<file path="config.mk">
export PLATFORM = sky130hd
export DESIGN_NAME = iotx_cfg_bank
export DESIGN_NICKNAME = d
export VERILOG_FILES = /design/src/rtl/iotx_cfg_pkg.sv /design/src/rtl/iotx_cfg_decode.sv /design/src/rtl/iotx_cfg_window.sv /design/src/rtl/iotx_cfg_fault.sv /design/src/rtl/iotx_cfg_slots.sv /design/src/rtl/iotx_cfg_bank.sv
export SDC_FILE = /design/constraint.sdc
export NUM_CORES = 1
export LEC_CHECK = 0
export BUFFER_PORTS_ARGS = -buffer_cell sky130_fd_sc_hd__clkbuf_2
export CAP_MARGIN = 40
export CORE_UTILIZATION = 55
export DETAILED_ROUTE_END_ITERATION = 8
export PLACE_DENSITY = 0.78
export SETUP_SLACK_MARGIN = 0.15
export SYNTH_ARGS = -nofsm -noshare
export SYNTH_HDL_FRONTEND = slang
export SYNTH_SLANG_ARGS = --single-unit
export TNS_END_PERCENT = 20
</file>
<file path="constraint.sdc">
create_clock -name clk -period 3.4 [get_ports clk]
set_clock_uncertainty 0.15 [all_clocks]
set_input_delay 1.02 -clock clk [delete_from_list [all_inputs] [get_ports clk]]
set_output_delay 1.02 -clock clk [all_outputs]
set_load 0.005 [all_outputs]
</file>
<file path="src/rtl/iotx_cfg_pkg.sv">
package iotx_cfg_pkg;

    localparam int unsigned WORD_W = 32;

    // word indices (byte offset >> 2); the translator and software depend on these
    localparam int unsigned WIDX_CTRL  = 'h000;
    localparam int unsigned WIDX_PTB   = 'h001;
    localparam int unsigned WIDX_TLBF  = 'h005;
    localparam int unsigned WIDX_PGF   = 'h006;
    localparam int unsigned WIDX_FSTAT = 'h400;
    localparam int unsigned WIDX_FADDR = 'h401;
    localparam int unsigned WIDX_SLOT0 = 'h404;
    localparam int unsigned WIDX_ARB   = 'h800;

    localparam logic [WORD_W-1:0] CTRL_KEEP   = 32'h0000_001d;
    localparam logic [WORD_W-1:0] CTRL_VER    = 32'h0400_0000;
    localparam logic [WORD_W-1:0] PTB_KEEP    = 32'h07ff_fc00;
    localparam logic [WORD_W-1:0] SLOT_KEEP   = 32'h0001_0003;
    localparam logic [WORD_W-1:0] ARB_KEEP    = 32'h001f_0000;
    localparam logic [WORD_W-1:0] ARB_FORCED  = 32'h0000_0008;

    typedef enum logic [3:0] {
        SEL_NONE,
        SEL_CTRL,
        SEL_PTB,
        SEL_TLBF,
        SEL_PGF,
        SEL_FSTAT,
        SEL_FADDR,
        SEL_SLOT,
        SEL_ARB
    } reg_sel_e;

    typedef struct packed {
        logic              valid;
        logic [WORD_W-1:0] status;
        logic [WORD_W-1:0] addr;
    } fault_cap_t;

    // Start of a window of 2^(24+code) bytes ending at the top of the space
    function automatic logic [WORD_W-1:0] window_base_of(input logic [2:0] code);
        return {WORD_W{1'b1}} << (24 + int'(code));
    endfunction

endpackage

</file>
<file path="src/rtl/iotx_cfg_decode.sv">
module iotx_cfg_decode
    import iotx_cfg_pkg::*;
#(
    parameter int unsigned ADDR_W = 14,
    parameter int unsigned SLOTS  = 4,
    localparam int unsigned WIDX_W = ADDR_W - 2,
    localparam int unsigned SLOT_W = (SLOTS > 1) ? $clog2(SLOTS) : 1
) (
    input  logic [ADDR_W-1:0] addr,
    output reg_sel_e          sel,
    output logic [SLOT_W-1:0] slot_idx
);
    localparam logic [WIDX_W-1:0] W_CTRL  = WIDX_W'(WIDX_CTRL);
    localparam logic [WIDX_W-1:0] W_PTB   = WIDX_W'(WIDX_PTB);
    localparam logic [WIDX_W-1:0] W_TLBF  = WIDX_W'(WIDX_TLBF);
    localparam logic [WIDX_W-1:0] W_PGF   = WIDX_W'(WIDX_PGF);
    localparam logic [WIDX_W-1:0] W_FSTAT = WIDX_W'(WIDX_FSTAT);
    localparam logic [WIDX_W-1:0] W_FADDR = WIDX_W'(WIDX_FADDR);
    localparam logic [WIDX_W-1:0] W_SLOT0 = WIDX_W'(WIDX_SLOT0);
    localparam logic [WIDX_W-1:0] W_ARB   = WIDX_W'(WIDX_ARB);

    logic [WIDX_W-1:0] widx;
    assign widx = addr[ADDR_W-1:2];

    always_comb begin
        sel      = SEL_NONE;
        slot_idx = '0;
        if (widx == W_CTRL)       sel = SEL_CTRL;
        else if (widx == W_PTB)   sel = SEL_PTB;
        else if (widx == W_TLBF)  sel = SEL_TLBF;
        else if (widx == W_PGF)   sel = SEL_PGF;
        else if (widx == W_FSTAT) sel = SEL_FSTAT;
        else if (widx == W_FADDR) sel = SEL_FADDR;
        else if (widx == W_ARB)   sel = SEL_ARB;
        for (int i = 0; i < SLOTS; i++) begin
            if (widx == W_SLOT0 + WIDX_W'(i)) begin
                sel      = SEL_SLOT;
                slot_idx = SLOT_W'(i);
            end
        end
    end
endmodule

</file>
<file path="src/rtl/iotx_cfg_window.sv">
module iotx_cfg_window
    import iotx_cfg_pkg::*;
(
    input  logic              clk,
    input  logic              rst,
    input  logic              wr_en,
    input  logic [WORD_W-1:0] wdata,
    output logic [WORD_W-1:0] ctrl_word,
    output logic              enable,
    output logic [WORD_W-1:0] win_base
);
    logic [WORD_W-1:0] kept_q;

    always_ff @(posedge clk) begin
        if (rst) begin
            kept_q   <= '0;
            win_base <= '0;
        end else if (wr_en) begin
            kept_q   <= wdata & CTRL_KEEP;
            win_base <= window_base_of(wdata[4:2]);
        end
    end

    assign ctrl_word = kept_q | CTRL_VER;
    assign enable    = kept_q[0];


    win_base_aligned_chk: assert property (@(posedge clk) disable iff (rst)
        (win_base != '0) |-> (win_base[31] && win_base[23:0] == '0));
endmodule

</file>
<file path="src/rtl/iotx_cfg_fault.sv">
module iotx_cfg_fault
    import iotx_cfg_pkg::*;
(
    input  logic              clk,
    input  logic              rst,
    input  logic              sw_wr_stat,
    input  logic              sw_wr_addr,
    input  logic [WORD_W-1:0] wdata,
    input  fault_cap_t        cap,
    output logic [WORD_W-1:0] stat_q,
    output logic [WORD_W-1:0] addr_q
);
    always_ff @(posedge clk) begin
        if (rst) begin
            stat_q <= '0;
            addr_q <= '0;
        end else if (cap.valid) begin
            stat_q <= cap.status;
            addr_q <= cap.addr;
        end else begin
            if (sw_wr_stat) stat_q <= wdata;
            if (sw_wr_addr) addr_q <= wdata;
        end
    end


    capture_wins_chk: assert property (@(posedge clk) disable iff (rst)
        cap.valid |=> (addr_q == $past(cap.addr) && stat_q == $past(cap.status)));
endmodule

</file>
<file path="src/rtl/iotx_cfg_slots.sv">
module iotx_cfg_slots
    import iotx_cfg_pkg::*;
#(
    parameter int unsigned SLOTS = 4,
    localparam int unsigned SLOT_W = (SLOTS > 1) ? $clog2(SLOTS) : 1
) (
    input  logic                         clk,
    input  logic                         rst,
    input  logic                         wr_en,
    input  logic [SLOT_W-1:0]            wr_idx,
    input  logic [WORD_W-1:0]            wdata,
    output logic [SLOTS-1:0][WORD_W-1:0] slot_q,
    output logic [SLOTS-1:0]             bypass
);
    for (genvar g = 0; g < SLOTS; g++) begin : g_slot
        always_ff @(posedge clk) begin
            if (rst)
                slot_q[g] <= '0;
            else if (wr_en && wr_idx == SLOT_W'(g))
                slot_q[g] <= wdata & SLOT_KEEP;
        end
        assign bypass[g] = slot_q[g][0];
    end
endmodule

</file>
<file path="src/rtl/iotx_cfg_bank.sv">
module iotx_cfg_bank
    import iotx_cfg_pkg::*;
#(
    parameter int unsigned ADDR_W = 14,
    parameter int unsigned SLOTS  = 4,
    localparam int unsigned SLOT_W = (SLOTS > 1) ? $clog2(SLOTS) : 1
) (
    input  logic              clk,
    input  logic              rst,
    input  logic              req_valid,
    output logic              req_ready,
    input  logic              req_write,
    input  logic [ADDR_W-1:0] req_addr,
    input  logic [31:0]       req_wdata,
    output logic              rsp_valid,
    output logic [31:0]       rsp_rdata,
    input  logic              flt_valid,
    input  logic [31:0]       flt_status,
    input  logic [31:0]       flt_addr,
    output logic              xl_enable,
    output logic [31:0]       xl_window_base,
    output logic [31:0]       xl_pt_base,
    output logic [SLOTS-1:0]  xl_bypass
);
    reg_sel_e          sel;
    logic [SLOT_W-1:0] slot_idx;
    logic              wr;
    logic [WORD_W-1:0] ctrl_word, stat_q, faddr_q;
    logic [WORD_W-1:0] ptb_q, tlbf_q, pgf_q, arb_q, rd_word;
    logic [SLOTS-1:0][WORD_W-1:0] slot_q;
    fault_cap_t        cap;

    assign req_ready = 1'b1;
    assign wr        = req_valid && req_write;
    assign cap       = '{valid: flt_valid, status: flt_status, addr: flt_addr};

    iotx_cfg_decode #(.ADDR_W(ADDR_W), .SLOTS(SLOTS)) u_decode (
        .addr(req_addr), .sel(sel), .slot_idx(slot_idx)
    );

    iotx_cfg_window u_window (
        .clk(clk), .rst(rst), .wr_en(wr && sel == SEL_CTRL), .wdata(req_wdata),
        .ctrl_word(ctrl_word), .enable(xl_enable), .win_base(xl_window_base)
    );

    iotx_cfg_fault u_fault (
        .clk(clk), .rst(rst),
        .sw_wr_stat(wr && sel == SEL_FSTAT), .sw_wr_addr(wr && sel == SEL_FADDR),
        .wdata(req_wdata), .cap(cap), .stat_q(stat_q), .addr_q(faddr_q)
    );

    iotx_cfg_slots #(.SLOTS(SLOTS)) u_slots (
        .clk(clk), .rst(rst), .wr_en(wr && sel == SEL_SLOT), .wr_idx(slot_idx),
        .wdata(req_wdata), .slot_q(slot_q), .bypass(xl_bypass)
    );

    always_ff @(posedge clk) begin
        if (rst) begin
            ptb_q  <= '0;
            tlbf_q <= '0;
            pgf_q  <= '0;
            arb_q  <= '0;
        end else if (wr) begin
            case (sel)
                SEL_PTB:  ptb_q  <= req_wdata & PTB_KEEP;
                SEL_TLBF: tlbf_q <= req_wdata;
                SEL_PGF:  pgf_q  <= req_wdata;
                SEL_ARB:  arb_q  <= (req_wdata & ARB_KEEP) | ARB_FORCED;
                default:  ;
            endcase
        end
    end
    assign xl_pt_base = ptb_q;

    always_comb begin
        case (sel)
            SEL_CTRL:  rd_word = ctrl_word;
            SEL_PTB:   rd_word = ptb_q;
            SEL_TLBF:  rd_word = tlbf_q;
            SEL_PGF:   rd_word = pgf_q;
            SEL_FSTAT: rd_word = stat_q;
            SEL_FADDR: rd_word = faddr_q;
            SEL_SLOT:  rd_word = slot_q[slot_idx];
            SEL_ARB:   rd_word = arb_q;
            default:   rd_word = '0;
        endcase
    end

    always_ff @(posedge clk) begin
        if (rst) begin
            rsp_valid <= 1'b0;
            rsp_rdata <= '0;
        end else begin
            rsp_valid <= req_valid;
            rsp_rdata <= (req_valid && !req_write) ? rd_word : '0;
        end
    end


    rsp_follows_req_chk: assert property (@(posedge clk) disable iff (rst)
        req_valid |=> rsp_valid);

    no_spurious_rsp_chk: assert property (@(posedge clk) disable iff (rst)
        !req_valid |=> !rsp_valid);

    ctrl_read_shape_chk: assert property (@(posedge clk) disable iff (rst)
        (req_valid && !req_write && sel == SEL_CTRL) |=>
        (rsp_rdata[27:24] == 4'h4 && (rsp_rdata & 32'hf0ff_ffe2) == '0));

    window_held_chk: assert property (@(posedge clk) disable iff (rst)
        !(wr && sel == SEL_CTRL) |=> $stable(xl_window_base));
endmodule

</file>
---- Word-level counts from Yosys, hierarchy flattened ----
Index checks and enable logic that the tools add are counted.
cells by class
  add/subtract/negate cells ............... 1
  $mul .................................... 0
  div/mod/pow operators ................... 0
  magnitude comparators ................... 1
  equality and inequality tests ........... 21
  shift-type cells ........................ 1
  multiplexer cells ....................... 21
  bitwise operators ....................... 1
  reduce and logical (&&, ||, !) cells .... 20
operators with widths
  kind                    count
  $pmux 32 s8             1
  $mux 32                 5
  $eq 12x11->1 const B    6
  $bmux 32 s2             1
  $mux 4                  11
  $shl 32x32->32 const A  1
  $eq 12x3->1 const B     2
  $eq 4x3->1 const B      4
  $eq 12x1->1 const B     1
  $eq 12x12->1 const B    1
  $logic_not 12->1        1
  $logic_and 1x1->1       10
  $eq 4x2->1 const B      2
  $reduce_and 2->1        4
  $add 5x3->6 const A     1
  $eq 2x2->1 const B      2
  $eq 4x1->1 const B      1
  $eq 4x4->1 const B      1
  $mux 2                  2
  $reduce_bool 2->1       2
  $lt 2x3->1 const B      1
  $eq 2x1->1 const B      1
  $logic_not 2->1         1
  $reduce_or 2->1         1
  other kinds (3)         3
storage, ports and cells
  register bits ........................... 232
  latch bits .............................. 0
  RAM bits ................................ 0
  bits in read-only memories .............. 0
  input bits .............................. 115
  output and inout bits ................... 103
  word-level logic and storage cells ...... 80
  memories kept ........................... 0

---- Longest topological paths before layout ----
Gate-level depths: netlist (run 1).
  depth in word-level cells ............... 16
  depth in mapped cells ................... 7
  gate-level depth less buffers ........... 4

---- Cells and area by module ----
From an unflattened synthesis (run 1), not the netlist that was laid out.
second synthesis, totals
  cells, all modules ...................... 1254
  area total of the unflattened synthesis .. 11860.1 um^2
modules (own cells, without submodules)
  module           instances  cells each  area each (um^2)  seq. area each (um^2)
  iotx_cfg_bank    1          681         6217.2            2402.3
  iotx_cfg_fault   1          285         3229.3            1281.2
  iotx_cfg_slots   1          167         1402.6            240.2
  iotx_cfg_window  1          101         868.3             240.2
  iotx_cfg_decode  1          20          142.6             0.0

---- Worst setup path before layout (run 1) ----
OpenSTA, ideal clock, no wires.
  path type ............................... input to register
  start point ............................. in req_addr[11]
  end point ............................... reg u_fault.stat_q[16]
  library setup time ...................... 0.091 ns
  data arrival time ....................... 2.547 ns
  data required time ...................... 3.159 ns
  path slack .............................. 0.612 ns
  stages on the path ...................... 7
  path buffers ............................ 3
  path through ............................ or4_1 -> buf_2 -> nor3_4 -> buf_4 -> buf_4 -> nand3_1 -> a311oi_1
on the way
  word-level cells in the longest chain between the ends .. 15
  elaborated cells between the ends (all ways) .. 25
  classes of those cells .................. 11 x eq/ne; 11 x mux; 3 x reduce/logical
RTL lines
  what                                  line                   RTL
  from (decl)                           iotx_cfg_bank.sv:13    input logic [ADDR_W-1:0] req_addr,
  $eq 12x12->1                          iotx_cfg_decode.sv:34  else if (widx == W_ARB) sel = SEL_ARB;
  $mux 4                                iotx_cfg_decode.sv:34
  $mux 4                                iotx_cfg_decode.sv:33  else if (widx == W_FADDR) sel = SEL_FADDR;
  $mux 4                                iotx_cfg_decode.sv:32  else if (widx == W_FSTAT) sel = SEL_FSTAT;
  $mux 4                                iotx_cfg_decode.sv:31  else if (widx == W_PGF) sel = SEL_PGF;
  $mux 4                                iotx_cfg_decode.sv:30  else if (widx == W_TLBF) sel = SEL_TLBF;
  $mux 4                                iotx_cfg_decode.sv:29  else if (widx == W_PTB) sel = SEL_PTB;
  $mux 4                                iotx_cfg_decode.sv:28  if (widx == W_CTRL) sel = SEL_CTRL;
  $mux 4 (3 in series)                  iotx_cfg_decode.sv:36  if (widx == W_SLOT0 + WIDX_W'(i)) begin
  $mux 4 *                              iotx_cfg_decode.sv:36
  $eq 4x3->1 *                          iotx_cfg_bank.sv:48    .sw_wr_stat(wr && sel == SEL_FSTAT), .sw_wr_addr(wr && sel == SEL_FADDR),
  $logic_and 1x1->1 *                   iotx_cfg_bank.sv:48
  $reduce_bool 2->1 (no source line) *  --
  to (signal assigned)                  iotx_cfg_fault.sv:18   stat_q <= cap.status;
  to (signal assigned)                  iotx_cfg_fault.sv:21   if (sw_wr_stat) stat_q <= wdata;
  to (decl)                             iotx_cfg_fault.sv:10   output logic [WORD_W-1:0] stat_q,
Every way passes the cells marked *; elsewhere a longest branch is shown, timed or not.
A chain may end at the register's enable or synchronous reset.

---- Worst setup path in the final report (run 1) ----
  start point ............................. in req_addr[5]
  end point ............................... reg u_fault.addr_q[14]
on the way
  word-level cells in the longest chain between the ends .. 15
  elaborated cells between the ends (all ways) .. 25
  classes of those cells .................. 11 x eq/ne; 11 x mux; 3 x reduce/logical
RTL lines
  what                                  line                   RTL
  $eq 12x12->1                          iotx_cfg_decode.sv:34
  $mux 4                                iotx_cfg_decode.sv:34
  $mux 4                                iotx_cfg_decode.sv:33
  $mux 4                                iotx_cfg_decode.sv:32
  $mux 4                                iotx_cfg_decode.sv:31
  $mux 4                                iotx_cfg_decode.sv:30
  $mux 4                                iotx_cfg_decode.sv:29
  $mux 4                                iotx_cfg_decode.sv:28
  $mux 4 (3 in series)                  iotx_cfg_decode.sv:36
  $mux 4 *                              iotx_cfg_decode.sv:36
  $eq 4x3->1 *                          iotx_cfg_bank.sv:48
  $logic_and 1x1->1 *                   iotx_cfg_bank.sv:48
  $reduce_bool 2->1 (no source line) *  --
  to (signal assigned)                  iotx_cfg_fault.sv:19   addr_q <= cap.addr;
  to (signal assigned)                  iotx_cfg_fault.sv:22   if (sw_wr_addr) addr_q <= wdata;
  to (decl)                             iotx_cfg_fault.sv:11   output logic [WORD_W-1:0] addr_q
Marks and branches as above.

==> results of run 1 <==
==> path summary, 6_finish.rpt <==
path,startpoint,end,slack [ps],cells after the start
worst max-delay path,req_addr[5],u_fault.addr_q[14],420,6
worst min-delay path,u_window.win_base[24],u_window.win_base[24],300,2
worst max register to register,u_slots.slot_q[97],rsp_rdata[1],1800,4
worst min register to register,u_window.win_base[24],u_window.win_base[24],300,2
==> logic make-up (layout without fill, tap and decap cells) <==
logic type / after synthesis / after routing / share of synthesized area [%]
other: 2 / 40 / 0.0765
AND/OR/NAND/NOR: 393 / 393 / 19.3
multiplexers: 87 / 87 / 9.58
flip-flops: 208 / 208 / 42.4
buffers and inverters: 166 / 273 / 8.51
AO/OA/AOI/OAI: 282 / 282 / 20.1
==> flip-flops by register name, summed over array words and instances (netlist names) <==
name / count
u_slots.slot_q: 8
rsp_valid: 1
pgf_q: 32
u_slots.bypass: 4
xl_pt_base: 17
rsp_rdata: 32
arb_q: 6
tlbf_q: 32
u_fault.addr_q: 32
u_fault.stat_q: 32
u_window.kept_q: 4
u_window.win_base: 8
==> layer usage <==
metal / GRT usage (%) / wire length (µm) / vias to the layer above / share of wire, %
li1: - / - / 4314 / -
met1: 42.7 / 12300 / 4489 / 42
met2: 50.3 / 13500 / 551 / 46
met3: 4.68 / 2750 / 79 / 9.3
met4: 12.6 / 986 / 0 / 3.3
met5: 0 / 0 / - / 0
==> worst max-delay path: cells and delay by family <==
family	cells	cell delay, ps
buffers and inverters	2	530
AO/OA/AOI/OAI	1	390
AND/OR/NAND/NOR	3	1260
==> cell type report <==
| class | instances | area share (%) |
|---|---|---|
| Multi-Input combinational cell | 802 | 43.3 |
| Sequential cell | 208 | 36.2 |
| Timing Repair Buffer | 227 | 11.6 |
| Clock buffer | 35 | 5.65 |
| Tap cell | 225 | 2.45 |
| Clock inverter | 4 | 0.490 |
| Inverter | 7 | 0.250 |
==> cell usage after synthesis, drive strengths merged (3+ instances only) <==
cell type  count
dfxtp        208
nor2         130
nand2        100
o21ai         85
nand3         84
buf           81
clkbuf        78
a311oi        66
a21oi         60
mux2i         58
mux2          26
nor3          23
a22oi         18
a222oi        13
a2111oi       12
a2bb2oi       12
nand4          8
nor4           8
inv            7
nand2b         6
nor2b          6
a211oi         5
o32ai          4
or2            4
or4            4
or4b           4
and3           3
mux4           3
nor4bb         3
==> power groups by stage <==
stage	logic (mW)	clock network [mW]	registers, mW
2_1_floorplan	0.274	0	2.56
3_3_place_gp	0.406	0	2.57
3_5_place_dp	0.412	0	2.57
4_1_cts	0.417	2.36	2.52
5_1_grt	0.457	2.46	2.52
6_report	0.426	2.35	2.52
==> per-stage QoR <==
stage | cells | utilization (%)
floorplan | 1176 | -
global placement | 1469 | 62.1
detailed placement | 1469 | 62.1
CTS | 1508 | 66.2
global route | 1508 | 66.2
finish | 1508 | 66.2
==> key figures, run 1 <==
Floorplanning
  • Initial Util: 56.6%
  • IO Count: 218
  • Core box area: 17400 µm²
  • Chip width: 136 µm
  • Rows: 48
  • Die span in y: 136 µm
  • Die footprint: 18400 µm²

Timing
  • Max-slew violations: 0
  • Hold slack: 300 ps
  • Setup-failing EPs final: 0
  • Slew margin rel.: 41.9%
  • Tmin final: 2980 ps
  • Final setup margin: 421 ps
  • Slew @ Worst Pin: 871 ps
  • RSZ-0062 raised after global routing: false
  • F_max: 0.336 GHz
  • Setup TNS: 0 ps
  • Hold Vio Cnt, Final: 0
  • Period utilisation layout: 87.6%

Routing
  • DR iter-0 viols: 1092
  • Routed Antenna Nets: 0
  • Final WL: 29500 µm
  • Drt pass-1 iters: 6
  • Total vias in the final route: 9433
  • Drt drc: 0
  • Vias per cell: 6.26
  • Routed len/inst: 19.6 µm

Clock tree
  • Root Driver: clkbuf_16
  • CTS tree: yes
  • CTS Sinks: 208
  • # hold bufs at CTS: 0
  • Setup Buffers After CTS: 0
  • CTS Buf Count: 22
  • Max Buffers Root-to-Sink: 3
  • Clock Latency Late Sink: 510 ps
  • Reg clk slew, reported paths: 60 ps
  • Resized cells post-CTS: 0
  • H-Tree Depth: 1

Power and ir drop
  • Total Power: 5.29 mW
  • Sw Ratio: 23.9%
  • Logic pwr share: 8.1%
  • Switching pwr: 1.27 mW
  • Clock power share: 44.4%
  • Power Density: 461 nW/µm²
  • P_int: 4.03 mW
  • Peak supply drop: 0.432 mV
  • Flop pwr share: 47.5%
  • Leak: 4.56 nW

Logic synthesis
  • Largest area contributor in the netlist: dfxtp_1
  • Ys Warns: 0
  • #FFs+latches synth: 208
  • Synth area leaders: dfxtp_1 42%, mux2i_1 5.9%, a311oi_1 5.9%
  • Register area share after synthesis: 42.4%
  • Number of synthesized flops with an enable pin: 0
  • Top FF cell, synth: dfxtp_1
  • Gate Count Post-Synth: 1138
  • Synth async-reset ratio: 0%
  • Share of the synthesized area in the top cell type: 42.4%
  • Netlist Area Pre-Place: 9820 µm²
  • Distinct cells, synth: 52
  • Mapped Avg Cell Area: 8.63 µm²

Setup path
  • CP cell instances: clkbuf_2, or4b_1, nor2_2, buf_4, nand3_1, a311oi_1
  • Crit start category: input port
  • Critical path class: input port to register
  • Worst Path Required: 3630 ps
  • CP Capture Type: register
  • Slowest stage delay, CP: 670 ps
  • Crit path DAT: 3210 ps
  • Slowest stage cell, crit path: or4b_1
  • Max FO, Critical Path: 14

Layout
  • Layout cells sized above 1: 24.6%
  • Commonest non-fill, non-tap cell in the layout: dfxtp_1
  • Most frequent cells in the layout: 208 x dfxtp_1, 174 x clkbuf_2, 128 x nor2_1
  • Fin area: 11500 µm²
  • FF/Latch Area: 4160 µm²
  • Multi-input gate area: 4980 µm²
  • Area grow syn2layout: 17.0%
  • # fillers: 1421
  • Final layout net count: 1383
  • # diodes: 0

Global route
  • Antenna violations before repair: 0
  • Largest net degree at the start of global routing: 176
  • GRT Util Overall: 31.6%
  • Vias in the first global route: 8790
  • First-pass GRT wire length: 46000 µm
  • GRT Residual Overflow: 0

Place
  • Port Buf Inserts: 175
  • Place WS: 178 ps
  • RD Place Congestion: 0.893
  • Post-DP HPWL: 18600 µm
  • Placed instance area: 10800 µm²

Outcome
  • Status: finished, final reports clean

Job
  • Maximum capacitance violations: 0

Min path
  • Worst min-delay path class: register to register
Note: power is estimated with default switching activity, not from simulation.
==> run 2, diff against run 1 <==
--- a/config.mk
+++ b/config.mk
@@ -7,9 +7,12 @@
 export LEC_CHECK = 0
 export BUFFER_PORTS_ARGS = -buffer_cell sky130_fd_sc_hd__clkbuf_2
 export CAP_MARGIN = 40
-export CORE_UTILIZATION = 55
+export CELL_PAD_IN_SITES_DETAIL_PLACEMENT = 0
+export CELL_PAD_IN_SITES_GLOBAL_PLACEMENT = 1
+export CORE_UTILIZATION = 40
 export DETAILED_ROUTE_END_ITERATION = 8
-export PLACE_DENSITY = 0.78
+export MAX_ROUTING_LAYER = met4
+export PLACE_DENSITY = 0.76
 export SETUP_SLACK_MARGIN = 0.15
 export SYNTH_ARGS = -nofsm -noshare
 export SYNTH_HDL_FRONTEND = slang
==> key figures, run 2 (synthesis gave the netlist of run 1 again) <==
Timing
  • Hold slack: 303 ps (was 300 ps)
  • Setup TNS: 0 ps (unchanged)
  • Slew margin rel.: 36.3% (was 41.9%)
  • Max-slew violations: 0 (unchanged)
  • F_max: 0.366 GHz (was 0.336 GHz)
  • Final setup margin: 669 ps (was 421 ps)
  • Slew @ Worst Pin: 956 ps (was 871 ps)
  • Setup-failing EPs final: 0 (unchanged)
  • RSZ-0062 raised after global routing: false (unchanged)
  • Period utilisation layout: 80.3% (was 87.6%)
  • Hold Vio Cnt, Final: 0 (unchanged)
  • Tmin final: 2730 ps (was 2980 ps)

Clock tree
  • Clock Latency Late Sink: 520 ps (was 510 ps)
  • Reg clk slew, reported paths: 60 ps (about the same)
  • # hold bufs at CTS: 0 (unchanged)
  • Root Driver: clkbuf_16 (unchanged)
  • CTS Sinks: 208 (unchanged)
  • Resized cells post-CTS: 0 (unchanged)
  • CTS Buf Count: 24 (was 22)
  • H-Tree Depth: 1 (unchanged)
  • Setup Buffers After CTS: 0 (unchanged)
  • CTS tree: yes (unchanged)
  • Max Buffers Root-to-Sink: 3 (unchanged)

Power and ir drop
  • Sw Ratio: 24.2% (was 23.9%)
  • P_int: 4.21 mW (was 4.03 mW)
  • Switching pwr: 1.34 mW (was 1.27 mW)
  • Flop pwr share: 45.4% (was 47.5%)
  • Peak supply drop: 0.310 mV (was 0.432 mV)
  • Power Density: 470 nW/µm² (was 461 nW/µm²)
  • Leak: 4.66 nW (was 4.56 nW)
  • Clock power share: 46.8% (was 44.4%)
  • Logic pwr share: 7.9% (was 8.1%)
  • Total Power: 5.55 mW (was 5.29 mW)

Place
  • RD Place Congestion: 0.861 (was 0.893)
  • Post-DP HPWL: 20800 µm (was 18600 µm)
  • Place WS: 196 ps (was 178 ps)
  • Port Buf Inserts: 175 (unchanged)
  • Placed instance area: 11000 µm² (was 10800 µm²)
  • DP Cell Count: 1574 (was 1469)

Global route
  • Largest net degree at the start of global routing: 176 (unchanged)
  • Antenna violations before repair: 2 (was 0)
  • GRT Residual Overflow: 0 (unchanged)
  • Vias in the first global route: 8490 (was 8790)
  • GRT Util Overall: 25.7% (was 31.6%)
  • First-pass GRT wire length: 48900 µm (was 46000 µm)

Routing
  • Highest routed layer: met4 (unchanged)
  • Routed Antenna Nets: 0 (unchanged)
  • Drt drc: 0 (unchanged)
  • Routed len/inst: 19.7 µm (was 19.6 µm)
  • DR WL met3: 2110 µm (was 2750 µm)
  • Vias per cell: 5.68 (was 6.26)
  • Final WL: 31900 µm (was 29500 µm)
  • Drt pass-1 iters: 6 (unchanged)
  • Metal2 WL: 14400 µm (was 13500 µm)
  • Met1 Wirelength: 14700 µm (was 12300 µm)
  • Total vias in the final route: 9188 (was 9433)
  • DR iter-0 viols: 706 (was 1092)

Outcome
  • Status: finished, final reports clean (unchanged)

Layout
  • Layout cells sized above 1: 25.6% (was 24.6%)
  • Most frequent cells in the layout: 208 x dfxtp_1, 174 x clkbuf_2, 128 x nor2_1 (unchanged)
  • # fillers: 2336 (was 1421)
  • Fin area: 11800 µm² (was 11500 µm²)
  • Post-Layout Cell Count: 1618 (was 1508)
  • Final layout net count: 1396 (was 1383)
  • Area grow syn2layout: 20.1% (was 17.0%)
  • Utilization after layout: 49.7% (was 66.2%)
  • Commonest non-fill, non-tap cell in the layout: dfxtp_1 (unchanged)

Setup path
  • Crit start category: input port (unchanged)
  • Worst Path Required: 3610 ps (was 3630 ps)
  • Max FO, Critical Path: 14 (unchanged)
  • Worst R2R Setup Slack: 1860 ps (was 1800 ps)
  • CP Capture Type: register (unchanged)
  • Critical path class: input port to register (unchanged)
  • Crit path DAT: 2950 ps (was 3210 ps)

Floorplanning
  • Die span in y: 159 µm (was 136 µm)
  • Rows: 56 (was 48)
  • Chip width: 159 µm (was 136 µm)
  • Die footprint: 25200 µm² (was 18400 µm²)
  • Initial Util: 41.3% (was 56.6%)
  • Core box area: 23800 µm² (was 17400 µm²)
  • IO Count: 218 (unchanged)

Job
  • Maximum capacitance violations: 0 (unchanged)

Min path
  • Worst min-delay path class: register to register (unchanged)
run 2: changes by cell type in the layout (fill, tap and decap cells not counted), sizes merged:
| cell | before | now |
|---|---|---|
| clkinv | 3 | 5 |
| bufinv | 1 | 2 |
| buf | 53 | 64 |
| clkbuf | 209 | 207 |
| clkinvlp | 0 | 2 |
| diode | 0 | 2 |
run 2: final cells by class:
| type | instances | area (µm²) | share of cell area [%] |
|---|---|---|---|
| Multi-Input combinational cell | 802 | 4980 | 42.2 |
| Sequential cell | 208 | 4160 | 35.3 |
| Timing Repair Buffer | 238 | 1440 | 12.2 |
| Clock buffer | 33 | 686 | 5.81 |
| Tap cell | 319 | 399 | 3.38 |
| Clock inverter | 9 | 100 | 0.848 |
| Inverter | 7 | 28.8 | 0.244 |
| Antenna cell | 2 | 5.00 | 0.0424 |
run 2: metal layers:
metal / global-route usage [%] / vias up
met1: 34.9 / 4420
met2: 39.8 / 355
met4: 6.78 / 0
met3: 3.81 / 52
li1: - / 4361
met5: - / -
run 2: final timing paths:
check,start,to,cells after the start
worst min-delay path,u_window.kept_q[2],u_window.kept_q[2],2
worst min register to register,u_window.kept_q[2],u_window.kept_q[2],2
worst max-delay path,req_addr[5],rsp_rdata[11],6
worst max register to register,u_slots.slot_q[97],rsp_rdata[1],4
run 2: power by group through the flow:
| stage | Sequential [mW] | Clock, mW | Combinational (mW) |
|---|---|---|---|
| 2_1_floorplan | 2.56 | 0 | 0.274 |
| 3_3_place_gp | 2.57 | 0 | 0.429 |
| 3_5_place_dp | 2.57 | 0 | 0.429 |
| 4_1_cts | 2.52 | 2.63 | 0.432 |
| 5_1_grt | 2.52 | 2.72 | 0.473 |
| 6_report | 2.52 | 2.59 | 0.436 |
run 2: worst max-delay path: stages:
cell	delay (ps)
clkbuf_2	200
or4b_1	690
nor4_2	230
buf_4	250
nand2_1	90
a2111oi_2	470
